File: src/rtl/sb_pkg.sv
package sb_pkg;

  localparam int NR_CM = 2;

  // number of entries retired given slot validity and acknowledges
  function automatic logic [1:0] retire_count(input logic [1:0] slot_v,
                                              input logic [1:0] ack,
                                              input logic       flush);
    logic [1:0] n;
    n = 2'd0;
    if (!flush && slot_v[0] && ack[0]) begin
      n = (slot_v[1] && ack[1]) ? 2'd2 : 2'd1;
    end
    return n;
  endfunction

  // occupancy after one cycle of issue and retirement
  function automatic int next_occupancy(input int occ, input logic fire, input int retired);
    return occ + int'(fire) - retired;
  endfunction

endpackage

File: src/rtl/sb_rename.sv
module sb_rename #(
  parameter int ARCH_REGS = 32,
  parameter int ARCH_W    = 5,
  parameter int PHYS_W    = ARCH_W + 1
) (
  input  logic                        clk_i,
  input  logic                        rst_ni,
  input  logic                        flush_i,
  input  logic                        iss_fire_i,
  input  logic                        iss_writer_i,
  input  logic [ARCH_W-1:0]           iss_rd_i,
  input  logic [ARCH_W-1:0]           iss_rs1_i,
  input  logic [ARCH_W-1:0]           iss_rs2_i,
  output logic [PHYS_W-1:0]           rs1_phys_o,
  output logic [PHYS_W-1:0]           rs2_phys_o,
  output logic [PHYS_W-1:0]           rd_phys_o,
  input  logic [1:0]                  cm_en_i,
  input  logic [1:0][PHYS_W-1:0]      cm_rd_phys_i
);

  logic [ARCH_REGS-1:0] spec_ver_q;
  logic [ARCH_REGS-1:0] com_ver_q;

  assign rs1_phys_o = {spec_ver_q[iss_rs1_i], iss_rs1_i};
  assign rs2_phys_o = {spec_ver_q[iss_rs2_i], iss_rs2_i};
  assign rd_phys_o  = iss_writer_i ? {~spec_ver_q[iss_rd_i], iss_rd_i} : {1'b0, iss_rd_i};

  always_ff @(posedge clk_i or negedge rst_ni) begin
    if (!rst_ni) begin
      spec_ver_q <= '0;
      com_ver_q  <= '0;
    end else begin
      if (flush_i) begin
        spec_ver_q <= com_ver_q;
      end else if (iss_fire_i && iss_writer_i) begin
        spec_ver_q[iss_rd_i] <= ~spec_ver_q[iss_rd_i];
      end
      for (int k = 0; k < 2; k++) begin
        if (cm_en_i[k]) begin
          com_ver_q[cm_rd_phys_i[k][ARCH_W-1:0]] <= cm_rd_phys_i[k][ARCH_W];
        end
      end
    end
  end

endmodule

File: src/rtl/sb_src_lookup.sv
module sb_src_lookup #(
  parameter int NR_ENTRIES = 8,
  parameter int IDX_W      = 3,
  parameter int ARCH_W     = 5,
  parameter int PHYS_W     = ARCH_W + 1,
  parameter int DATA_W     = 64
) (
  input  logic [IDX_W-1:0]                   head_i,
  input  logic [NR_ENTRIES-1:0]              valid_i,
  input  logic [NR_ENTRIES-1:0]              done_i,
  input  logic [NR_ENTRIES-1:0]              writer_i,
  input  logic [NR_ENTRIES-1:0][PHYS_W-1:0]  dest_i,
  input  logic [NR_ENTRIES-1:0][DATA_W-1:0]  data_i,
  input  logic [PHYS_W-1:0]                  src_phys_i,
  output logic                               hit_o,
  output logic                               ready_o,
  output logic [DATA_W-1:0]                  data_o
);

  logic             src_is_zero;
  logic             found;
  logic [IDX_W-1:0] sel_idx;
  logic [IDX_W-1:0] scan_idx;

  assign src_is_zero = (src_phys_i[ARCH_W-1:0] == '0);

  // walk from oldest to youngest; the last match is the youngest writer
  always_comb begin
    found    = 1'b0;
    sel_idx  = '0;
    scan_idx = '0;
    for (int a = 0; a < NR_ENTRIES; a++) begin
      scan_idx = head_i + IDX_W'(a);
      if (valid_i[scan_idx] && writer_i[scan_idx] && !src_is_zero &&
          dest_i[scan_idx] == src_phys_i) begin
        found   = 1'b1;
        sel_idx = scan_idx;
      end
    end
  end

  assign hit_o   = found;
  assign ready_o = found && done_i[sel_idx];
  assign data_o  = ready_o ? data_i[sel_idx] : '0;

endmodule

File: src/rtl/sb_commit_sel.sv
module sb_commit_sel #(
  parameter int NR_ENTRIES = 8,
  parameter int IDX_W      = 3,
  parameter int PHYS_W     = 6,
  parameter int DATA_W     = 64
) (
  input  logic [IDX_W-1:0]                   head_i,
  input  logic [NR_ENTRIES-1:0]              valid_i,
  input  logic [NR_ENTRIES-1:0]              done_i,
  input  logic [NR_ENTRIES-1:0]              writer_i,
  input  logic [NR_ENTRIES-1:0][PHYS_W-1:0]  dest_i,
  input  logic [NR_ENTRIES-1:0][DATA_W-1:0]  data_i,
  input  logic                               flush_i,
  input  logic [1:0]                         ack_i,
  output logic [1:0]                         cm_valid_o,
  output logic [1:0]                         cm_we_o,
  output logic [1:0][PHYS_W-1:0]             cm_rd_phys_o,
  output logic [1:0][DATA_W-1:0]             cm_data_o,
  output logic [1:0]                         retire_cnt_o,
  output logic [1:0]                         retire_mask_o
);

  logic [1:0] entry_fin;

  for (genvar k = 0; k < sb_pkg::NR_CM; k++) begin : g_slot
    logic [IDX_W-1:0] idx;
    assign idx             = head_i + IDX_W'(k);
    assign entry_fin[k]    = valid_i[idx] && done_i[idx];
    assign cm_we_o[k]      = writer_i[idx];
    assign cm_rd_phys_o[k] = dest_i[idx];
    assign cm_data_o[k]    = data_i[idx];
  end

  assign cm_valid_o[0] = entry_fin[0];
  assign cm_valid_o[1] = entry_fin[0] && entry_fin[1];

  assign retire_cnt_o     = sb_pkg::retire_count(cm_valid_o, ack_i, flush_i);
  assign retire_mask_o[0] = (retire_cnt_o != 2'd0);
  assign retire_mask_o[1] = (retire_cnt_o == 2'd2);

endmodule

File: src/rtl/sb_rob_scoreboard.sv
module sb_rob_scoreboard #(
  parameter int NR_ENTRIES = 8,
  parameter int ARCH_REGS  = 32,
  parameter int DATA_W     = 64,
  parameter int NR_WB      = 2,
  localparam int IDX_W     = $clog2(NR_ENTRIES),
  localparam int ARCH_W    = $clog2(ARCH_REGS),
  localparam int PHYS_W    = ARCH_W + 1,
  localparam int CNT_W     = $clog2(NR_ENTRIES + 1)
) (
  input  logic                           clk_i,
  input  logic                           rst_ni,
  input  logic                           flush_i,
  input  logic                           iss_valid_i,
  output logic                           iss_ready_o,
  output logic [IDX_W-1:0]               iss_idx_o,
  input  logic [ARCH_W-1:0]              iss_rs1_i,
  input  logic [ARCH_W-1:0]              iss_rs2_i,
  input  logic [ARCH_W-1:0]              iss_rd_i,
  input  logic                           iss_rd_we_i,
  output logic [PHYS_W-1:0]              iss_rs1_phys_o,
  output logic [PHYS_W-1:0]              iss_rs2_phys_o,
  output logic [PHYS_W-1:0]              iss_rd_phys_o,
  output logic                           rs1_hit_o,
  output logic                           rs1_ready_o,
  output logic [DATA_W-1:0]              rs1_data_o,
  output logic                           rs2_hit_o,
  output logic                           rs2_ready_o,
  output logic [DATA_W-1:0]              rs2_data_o,
  output logic                           iss_hazard_o,
  input  logic [NR_WB-1:0]               wb_valid_i,
  input  logic [NR_WB-1:0][IDX_W-1:0]    wb_idx_i,
  input  logic [NR_WB-1:0][DATA_W-1:0]   wb_data_i,
  output logic [1:0]                     cm_valid_o,
  output logic [1:0]                     cm_we_o,
  output logic [1:0][PHYS_W-1:0]         cm_rd_phys_o,
  output logic [1:0][DATA_W-1:0]         cm_data_o,
  input  logic [1:0]                     cm_ack_i
);

  // entry storage
  logic [NR_ENTRIES-1:0]             valid_q;
  logic [NR_ENTRIES-1:0]             done_q;
  logic [NR_ENTRIES-1:0]             writer_q;
  logic [NR_ENTRIES-1:0][PHYS_W-1:0] dest_q;
  logic [NR_ENTRIES-1:0][DATA_W-1:0] data_q;

  logic [IDX_W-1:0] head_q;
  logic [IDX_W-1:0] tail_q;
  logic [CNT_W-1:0] occ_q;

  // named internal events
  logic             iss_fire;
  logic             iss_writer;
  logic [1:0]       retire_cnt;
  logic [1:0]       retire_mask;
  logic [1:0]       cm_rename_en;

  assign iss_ready_o = (occ_q != CNT_W'(NR_ENTRIES));
  assign iss_idx_o   = tail_q;
  assign iss_fire    = iss_valid_i && iss_ready_o && !flush_i;
  assign iss_writer  = iss_rd_we_i && (iss_rd_i != '0);

  sb_rename #(
    .ARCH_REGS (ARCH_REGS),
    .ARCH_W    (ARCH_W),
    .PHYS_W    (PHYS_W)
  ) u_rename (
    .clk_i        (clk_i),
    .rst_ni       (rst_ni),
    .flush_i      (flush_i),
    .iss_fire_i   (iss_fire),
    .iss_writer_i (iss_writer),
    .iss_rd_i     (iss_rd_i),
    .iss_rs1_i    (iss_rs1_i),
    .iss_rs2_i    (iss_rs2_i),
    .rs1_phys_o   (iss_rs1_phys_o),
    .rs2_phys_o   (iss_rs2_phys_o),
    .rd_phys_o    (iss_rd_phys_o),
    .cm_en_i      (cm_rename_en),
    .cm_rd_phys_i (cm_rd_phys_o)
  );

  sb_src_lookup #(
    .NR_ENTRIES (NR_ENTRIES),
    .IDX_W      (IDX_W),
    .ARCH_W     (ARCH_W),
    .PHYS_W     (PHYS_W),
    .DATA_W     (DATA_W)
  ) u_lookup_rs1 (
    .head_i     (head_q),
    .valid_i    (valid_q),
    .done_i     (done_q),
    .writer_i   (writer_q),
    .dest_i     (dest_q),
    .data_i     (data_q),
    .src_phys_i (iss_rs1_phys_o),
    .hit_o      (rs1_hit_o),
    .ready_o    (rs1_ready_o),
    .data_o     (rs1_data_o)
  );

  sb_src_lookup #(
    .NR_ENTRIES (NR_ENTRIES),
    .IDX_W      (IDX_W),
    .ARCH_W     (ARCH_W),
    .PHYS_W     (PHYS_W),
    .DATA_W     (DATA_W)
  ) u_lookup_rs2 (
    .head_i     (head_q),
    .valid_i    (valid_q),
    .done_i     (done_q),
    .writer_i   (writer_q),
    .dest_i     (dest_q),
    .data_i     (data_q),
    .src_phys_i (iss_rs2_phys_o),
    .hit_o      (rs2_hit_o),
    .ready_o    (rs2_ready_o),
    .data_o     (rs2_data_o)
  );

  assign iss_hazard_o = (rs1_hit_o && !rs1_ready_o) || (rs2_hit_o && !rs2_ready_o);

  sb_commit_sel #(
    .NR_ENTRIES (NR_ENTRIES),
    .IDX_W      (IDX_W),
    .PHYS_W     (PHYS_W),
    .DATA_W     (DATA_W)
  ) u_commit (
    .head_i        (head_q),
    .valid_i       (valid_q),
    .done_i        (done_q),
    .writer_i      (writer_q),
    .dest_i        (dest_q),
    .data_i        (data_q),
    .flush_i       (flush_i),
    .ack_i         (cm_ack_i),
    .cm_valid_o    (cm_valid_o),
    .cm_we_o       (cm_we_o),
    .cm_rd_phys_o  (cm_rd_phys_o),
    .cm_data_o     (cm_data_o),
    .retire_cnt_o  (retire_cnt),
    .retire_mask_o (retire_mask)
  );

  assign cm_rename_en = retire_mask & cm_we_o;

  always_ff @(posedge clk_i or negedge rst_ni) begin
    if (!rst_ni) begin
      valid_q  <= '0;
      done_q   <= '0;
      writer_q <= '0;
      dest_q   <= '0;
      data_q   <= '0;
      head_q   <= '0;
      tail_q   <= '0;
      occ_q    <= '0;
    end else if (flush_i) begin
      valid_q <= '0;
      done_q  <= '0;
      head_q  <= '0;
      tail_q  <= '0;
      occ_q   <= '0;
    end else begin
      for (int w = 0; w < NR_WB; w++) begin
        if (wb_valid_i[w] && valid_q[wb_idx_i[w]]) begin
          done_q[wb_idx_i[w]] <= 1'b1;
          data_q[wb_idx_i[w]] <= wb_data_i[w];
        end
      end
      for (int k = 0; k < 2; k++) begin
        if (retire_mask[k]) begin
          valid_q[head_q + IDX_W'(k)] <= 1'b0;
        end
      end
      if (iss_fire) begin
        valid_q[tail_q]  <= 1'b1;
        done_q[tail_q]   <= 1'b0;
        writer_q[tail_q] <= iss_writer;
        dest_q[tail_q]   <= iss_rd_phys_o;
      end
      head_q <= head_q + IDX_W'(retire_cnt);
      tail_q <= tail_q + IDX_W'(iss_fire);
      occ_q  <= CNT_W'(sb_pkg::next_occupancy(int'(occ_q), iss_fire, int'(retire_cnt)));
    end
  end

endmodule

File: config.mk
export PLATFORM = sky130hd
export DESIGN_NAME = sb_rob_scoreboard
export DESIGN_NICKNAME = d
export VERILOG_FILES = /design/src/rtl/sb_pkg.sv /design/src/rtl/sb_rename.sv /design/src/rtl/sb_src_lookup.sv /design/src/rtl/sb_commit_sel.sv /design/src/rtl/sb_rob_scoreboard.sv
export SDC_FILE = /design/constraint.sdc
export NUM_CORES = 2
export LEC_CHECK = 0
export BUFFER_PORTS_ARGS = -buffer_cell sky130_fd_sc_hd__buf_2
export CELL_PAD_IN_SITES_DETAIL_PLACEMENT = 0
export CELL_PAD_IN_SITES_GLOBAL_PLACEMENT = 1
export CORE_ASPECT_RATIO = 0.6
export CORE_MARGIN = 4
export CORE_UTILIZATION = 30
export CTS_CLUSTER_DIAMETER = 50
export DETAILED_ROUTE_END_ITERATION = 10
export PLACE_DENSITY_LB_ADDON = 0.1
export SLEW_MARGIN = 20
export SYNTH_ARGS = -nofsm -noshare
export SYNTH_HDL_FRONTEND = slang
export SYNTH_HIERARCHICAL = 1
export SYNTH_SLANG_ARGS = --single-unit
export TNS_END_PERCENT = 100
File: constraint.sdc
create_clock -name clk_i -period 21.8 [get_ports clk_i]
set_input_delay 4.36 -clock clk_i [delete_from_list [all_inputs] [get_ports clk_i]]
set_output_delay 4.36 -clock clk_i [all_outputs]
set_load 0.02 [all_outputs]
Word-level counts from Yosys, hierarchy flattened
Index checks and enable logic that the tools add are counted.
{ "classes": {"n_bitwise": 12, "add_sub_neg": 11, "order_cmp": 26, "muxes": 162, "n_eq_ne": 18, "reduce_logical": 76} }
{ "ops": {"columns": ["op", "count"], "rows": [
  ["$mux 512", 3],
  ["$bwmux 512", 2],
  ["$bmux 64 s3", 4],
  ["$mux 64", 8],
  ["$demux 64 s3", 2],
  ["$bmux 6 s3", 8],
  ["$mux 32", 4],
  ["$bwmux 32", 3],
  ["$eq 6x6->1", 16],
  ["$mux 8", 12],
  ["$bmux 1 s3", 22],
  ["$logic_and 1x1->1", 64],
  ["$mux 6", 10],
  ["$mux 3", 18],
  ["$lt 3x4->1 const B", 13],
  ["$mux 1", 49],
  ["$bwmux 48", 1],
  ["$lt 5x6->1 const B", 5],
  ["$and 8x8->8", 3],
  ["$not 8->8", 3],
  ["$or 8x8->8", 3],
  ["$demux 6 s3", 1],
  ["$bmux 1 s5", 3],
  ["$demux 1 s3", 5],
  ["other kinds (23)", 43]
]} }
{ "word_totals": {"output_inout_bits": 299, "ff_bits": 658} }

Logic depth before layout (Yosys ltp)
{ "logic_depth": {"word_depth": 19, "ltp_mapped": 22, "mapped_depth_nobuf": 15} }

By module
Netlist, hierarchy kept.
{ "modules_own_cells": {"columns": ["module", "area_per_inst_um2", "n_inst", "cells_per_inst"], "rows": [
  ["sb_src_lookup", 16497.1, 2, 2416],
  ["sb_rob_scoreboard", 26907.1, 1, 2415],
  ["sb_commit_sel", 8633.3, 1, 537],
  ["sb_rename", 4563.1, 1, 478]
]} }

Worst setup path before layout
No wires, ideal clock.
{ "synth_timing": {"kind": "input to output", "from": "in iss_rs1_i[0]", "to": "out rs1_data_o[54]", "t_arrival_ns": 9.133, "stages": 17, "path_slack_ns": 8.307, "path_buffers": 3, "path_cell_list": "buf_4 > mux4_2 > mux4_2 > mux2_2 > buf_1 > xnor2_2 > nand4_1 > a222oi_1 > nor2b_1 > o211ai_2 > a31oi_2 > o31a_1 > nand4_1 > and3b_1 > a221oi_2 > buf_2 > nor3b_1"} }
{ "synth_via": {"elab_chain_len": 16} }
{ "synth_rtl": {"columns": ["item", "line", "source"], "rows": [
  ["start, declared", "sb_rob_scoreboard.sv:17", "input logic [ARCH_W-1:0] iss_rs1_i,"],
  ["$bmux 1 s5 (*)", "sb_rename.sv:24", "assign rs1_phys_o = {spec_ver_q[iss_rs1_i], iss_rs1_i};"],
  ["$mux 1 (not written as such) (*)", "sb_rename.sv:24", null],
  ["named net iss_rs1_phys_o[5]", "sb_rob_scoreboard.sv:21", "output logic [PHYS_W-1:0] iss_rs1_phys_o,"],
  ["$eq 6x6->1", "sb_src_lookup.sv:35", "dest_i[scan_idx] == src_phys_i) begin"],
  ["$logic_and 1x1->1", "sb_src_lookup.sv:34", "if (valid_i[scan_idx] && writer_i[scan_idx] && !src_is_zero &&"],
  ["$mux 3 (8 in a row)", "sb_src_lookup.sv:34", null],
  ["$bmux 1 s3", "sb_src_lookup.sv:43", "assign ready_o = found && done_i[sel_idx];"],
  ["$mux 1 (not written as such)", "sb_src_lookup.sv:43", null],
  ["$logic_and 1x1->1 (*)", "sb_src_lookup.sv:43", null],
  ["named net rs1_ready_o", "sb_rob_scoreboard.sv:25", "output logic rs1_ready_o,"],
  ["$mux 64 (*)", "sb_src_lookup.sv:44", "assign data_o = ready_o ? data_i[sel_idx] : '0;"],
  ["end, declared", "sb_rob_scoreboard.sv:26", "output logic [DATA_W-1:0] rs1_data_o,"]
]} }
The timed path passes the listed nets; every way through them passes the cells marked *. The select of a mux whose other input is x is not followed.

Worst setup path in the final report
{ "layout_timing": {"from": "in iss_rs1_i[0]", "to": "out rs1_data_o[45]"} }
{ "layout_via": {"elab_chain_len": 16} }
{ "layout_rtl": {"columns": ["item", "line"], "rows": [
  ["$bmux 1 s5 / $logic_not 5->1 (equally long branches)", "sb_rename.sv:24, sb_src_lookup.sv:25"],
  ["$mux 1 (not written as such) / $logic_not 1->1 (equally long branches)", "sb_rename.sv:24, sb_src_lookup.sv:34"],
  ["$eq 6x6->1 / $logic_and 1x1->1 (equally long branches)", "sb_src_lookup.sv:35, sb_src_lookup.sv:34"],
  ["$logic_and 1x1->1", "sb_src_lookup.sv:34"],
  ["$mux 3 (8 in a row)", "sb_src_lookup.sv:34"],
  ["$bmux 1 s3", "sb_src_lookup.sv:43"],
  ["$mux 1 (not written as such)", "sb_src_lookup.sv:43"],
  ["$logic_and 1x1->1", "sb_src_lookup.sv:43"],
  ["$mux 64 (*)", "sb_src_lookup.sv:44"]
]} }
Mark *: on every way between the ends. The rest lies on a longest branch, timed or not. The select of a mux whose other input is x is not followed.

==> reports/results.txt <==
For the total count of max-transition violations in the final report, the log shows 0. The synthesized-area fraction occupied by adder cells is 0.003115. The number of buffer and inverter instances along the worst setup path was 5; the share of total power in sequential cells was 0.318.

The run gives 0.3013 as the initial cell density of the core. Data on the critical path is required at its endpoint by 17.44 ns. For this design, the slowest cell found on the critical path is a222oi_1. The placed wire-length estimate after detailed placement is 243300 um. The predominant post-synthesis flop cell was dfrtp_1.

Of all nets on the critical path, the largest fanout is 51. Proportion of netlist area held by the largest area contributor: 0.2253. By area, the combinational part of the netlist is dominated by multiplexers.

Counting every net in the synthesized netlist gives 8437. Entering global routing, the biggest net connects 187 pins. In this run the number of H-tree levels came out at 3.

Category of the worst setup path capture point: an output port. Yosys attributes the largest share of cell area to dfrtp_1, mux4_2, mux2i_1. The die is 645.3 um wide. The die is 390.4 um tall. For this design the top-level I/O count stands at 457. After clock tree synthesis, the clock-pin slew on the worst setup and hold paths is 0.06 ns. The smallest clock period supported by the final layout is computed as 17.45 ns.

The switching power as a share of total power was 0.3837. Count of different cell masters after synthesis: 90. The critical path start-end classification was in2out. Including well taps, the total number of placed cells is 11180. For this design the total switching power over the nets is 1.951 mW.

The fraction of final layout cells with drive strength greater than 1 came out at 0.2375. The tools report the share of power burned in the clock network as 0.390. For the arrival time at the worst endpoint, the log shows 13.09 ns. Traced cell by cell, the critical path runs through buf_2 > mux4_2 > mux4_2 > mux2_2 > xnor2_2 > nand4_1 > a222oi_1 > nor4_2 > o211ai_2 > a31oi_2 > o31ai_4 > buf_4 > buf_4 > o2111a_1 > nor2_1 > a221oi_4 > buf_4 > nor3b_2 > buf_2. The wire length per cell after detailed routing is 35.60 um, and the site row count is 140. The tools report the maximum clock frequency as 0.05729 GHz. The complex-gate fraction of the synthesized area is 0.2353. Async set-or-reset flop fraction in the synthesized netlist: 1.000. Global routing finished with a remaining overflow of 0. The worst setup path is launched from an input port. The mux share of post-synthesis cell area is 0.2501. CTS placed an instance of clkbuf_16 at the clock tree root.

Dividing the detail-routed via count by the number of cells gives 6.705. Clock latency on the worst-skew pair: 0.77 ns. The most area-hungry cell type in the Yosys netlist is dfrtp_1. The number of buffers created by CTS is 116. For the final routed database, the setup TNS stands at 0 ns. The region available for standard cell placement spans 242600 sq um. The worst setup margin was 4.345 ns.

TritonCTS built the clock tree. The logs give 0.9073 for the weighted congestion reported at the end of routability-driven placement and 0 for the number of failing setup endpoints in the final timing report. The power share of the combinational group is 0.293, and the number of global-route vias before repair is 69360.

The tool flagged a number of max-cap violations equal to 0. The fraction of synthesized cell area in xor and xnor cells came out at 0.01472. For this run, design rule violations remaining after detail routing come to 0. The kind of cell with the highest combined delay along the critical path is buffers and inverters. The cell leakage power is 28.41 nW. For this run, the number of Yosys warnings is 6. The number of violations reported at the end of detailed-routing iteration 0 came out at 10480. The mean instance size in the synthesized netlist is 8.847 sq um, and the count of non-filler cells in the finished layout is 11420. Simple-gate portion of the synthesized area: 0.1975. Count of endpoints failing hold in the final timing report: 0. The mapped netlist covers 73100 sq um. The maximum cell stage delay along the critical path is 0.88 ns, and the post-route clock period utilization is 0.8007. Worst slew slack as a fraction of its limit: 0.1798. For this design the ratio of total power to cell area is 62.84 nW/um^2. Setup repair after global routing left no endpoint under its margin. The area added between synthesis and finish was 10.69%; the overall global routing resource usage was 0.3087. The clock passes through at most 3 buffers.

The slew of the pin with the lowest slew margin was 1.199 ns; the buffers inserted during post-CTS setup optimization was 0. The logs give 0 for the number of gates resized after CTS and 76560 for the vias after detailed routing. The logs give 568700 um for the wire length of the first global-routing pass and 57 for the initial antenna violation count. For the sequential element share of the synthesized area, the log shows 0.2253.

End-of-flow core utilization: 0.3335. The number of synthesized flops with an enable pin is 0. In this design, the critical path's most frequently occurring cell is buf_4. Once detail routing completed, the nets flagged for antenna violations numbered 0. The number of buffer cells added on primary ports works out to 456. The floorplan step defined a die boundary enclosing 251900 sq um. The worst setup slack before clock tree synthesis was 4.632 ns. Synthesis inferred 658 register bits. In the synthesized netlist, the number of instances is 8262. The worst supply voltage drop on vdd was 0.05924 mV; the total iterations of the first detailed-routing run was 10. The run finished with clean final reports.

Final worst clock skew: 0.03739 ns. The type of the worst min-delay path is reg2reg. Summed over all layers, the routed wires come to 406500 um. Buffers inserted to repair hold after CTS numbered 0.

Counting every sink on the clock net gives 658. After the last flow step, the layout net total stands at 8207. Internal power comes to 3.134 mW.
-- layout by cell type, fill, tap and decap left out, types with 15 or more instances in the layout --
cell       count
a21oi_1       45
xor2_1        26
o31a_1        18
nor2b_1       49
dfrtp_1      655
a2111oi_0    514
a31oi_1      107
a221oi_1      45
nor3b_2      107
buf_4        172
nor2_1      1193
nand4_1       31
nand2_1      240
and3_1        16
clkinv_2      16
mux4_2       423
inv_1        216
nand3_1      241
nor3_1       733
inv_6         16
mux2_2       220
o22a_1        76
and2_1        27
o221a_2      242
or2_2         22
nor3b_1      159
buf_2        454
a2bb2oi_1    130
o22ai_1      143
xnor2_1       90
nand3b_1      15
nand2b_1      15
mux2i_1      627
clkbuf_16    119
o21ai_0       42
buf_12        15
diode_2       24
o21a_1        19
a222oi_1      55
a211oi_1     523
-- state kept, by name (all words and copies together), names as in the netlist --
register and cells:
occ_q 4, u_rename/com_ver_q 32, head_q 3, writer_q 8, valid_q 8, done_q 8, dest_q 48, data_q 512
u_rename/spec_ver_q 32, iss_idx_o 3
-- through the flow --
step	power, mW	hold WS [ns]	area (sq um)
CTS	5.080	0.5935	80830
global placement	3.066	0.5827	76740
floorplan	2.462	0.5474	73100
detailed placement	3.081	0.5784	76790
finish	5.085	0.5900	80910
global route	5.276	0.6261	80890
-- final cells by class --
class | instances | area [sq um]
tap | 3266 | 4086
clock inverter | 78 | 923.4
clock buffer | 136 | 3122
timing repair buffer | 646 | 3931
fill | 24790 | 161700
antenna | 24 | 60.06
inverter | 219 | 829.5
multi-input combinational | 6391 | 51480
sequential | 658 | 16480
-- cell usage after synthesis (all sizes together), types with 219 or more instances --
library cell  count
buf             378
a211oi          523
nand3           242
mux2i           627
nand2           240
a2111oi         516
clkbuf          616
mux4            423
mux2            220
nor2           1200
inv             219
nor3            740
o221a           246
nor3b           266
dfrtp           658
-- logic make-up after synthesis --
group,after synthesis
mux,1270
buf+inv,1213
flops,658
simple gates,2921
xor+xnor,119
fa+ha+maj,17
compound gates,2064
-- final timing paths --
check	startpoint	to	slack, ns	cells past startpoint
min in group asynchronous	rst_ni	data_q[53]	3.55	1
worst max-delay path	iss_rs1_i[0]	rs1_data_o[45]	4.35	19
worst min register to register	u_rename/com_ver_q[9]	u_rename/spec_ver_q[9]	0.59	2
max in group asynchronous	rst_ni	dest_q[6]	15.68	4
worst min-delay path	u_rename/com_ver_q[9]	u_rename/spec_ver_q[9]	0.59	2
worst max register to register	head_q[0]	u_rename/com_ver_q[0]	15.10	11
-- worst min-delay path: cells and delay by family (launching register included) --
family	cells	cell delay [ns]
DFF	1	0.34
AOI/OAI and AO/OA	2	0.21
-- per-layer routing --
| metal | track usage | up-vias | wire length, um | part of all wire |
|---|---|---|---|---|
| li1 | - | 32180 | - | - |
| met1 | 0.4570 | 39240 | 184800 | 0.45 |
| met2 | 0.4316 | 4448 | 166200 | 0.41 |
| met3 | 0.07137 | 669 | 39590 | 0.097 |
| met4 | 0.1116 | 16 | 15820 | 0.039 |
| met5 | 0 | - | 112 | 0.00028 |
-- power groups by stage --
stage                     combinational (mW)  clock, mW  sequential, mW
final                                   1.49       1.98            1.61
after global routing                    1.58       2.06            1.63
after CTS                               1.47       2.01            1.60
after detailed placement                1.46          0            1.62
after global placement                  1.45          0            1.61
after floorplan                        0.968          0            1.49
No activity file was read; power rests on OpenSTA's default activity.
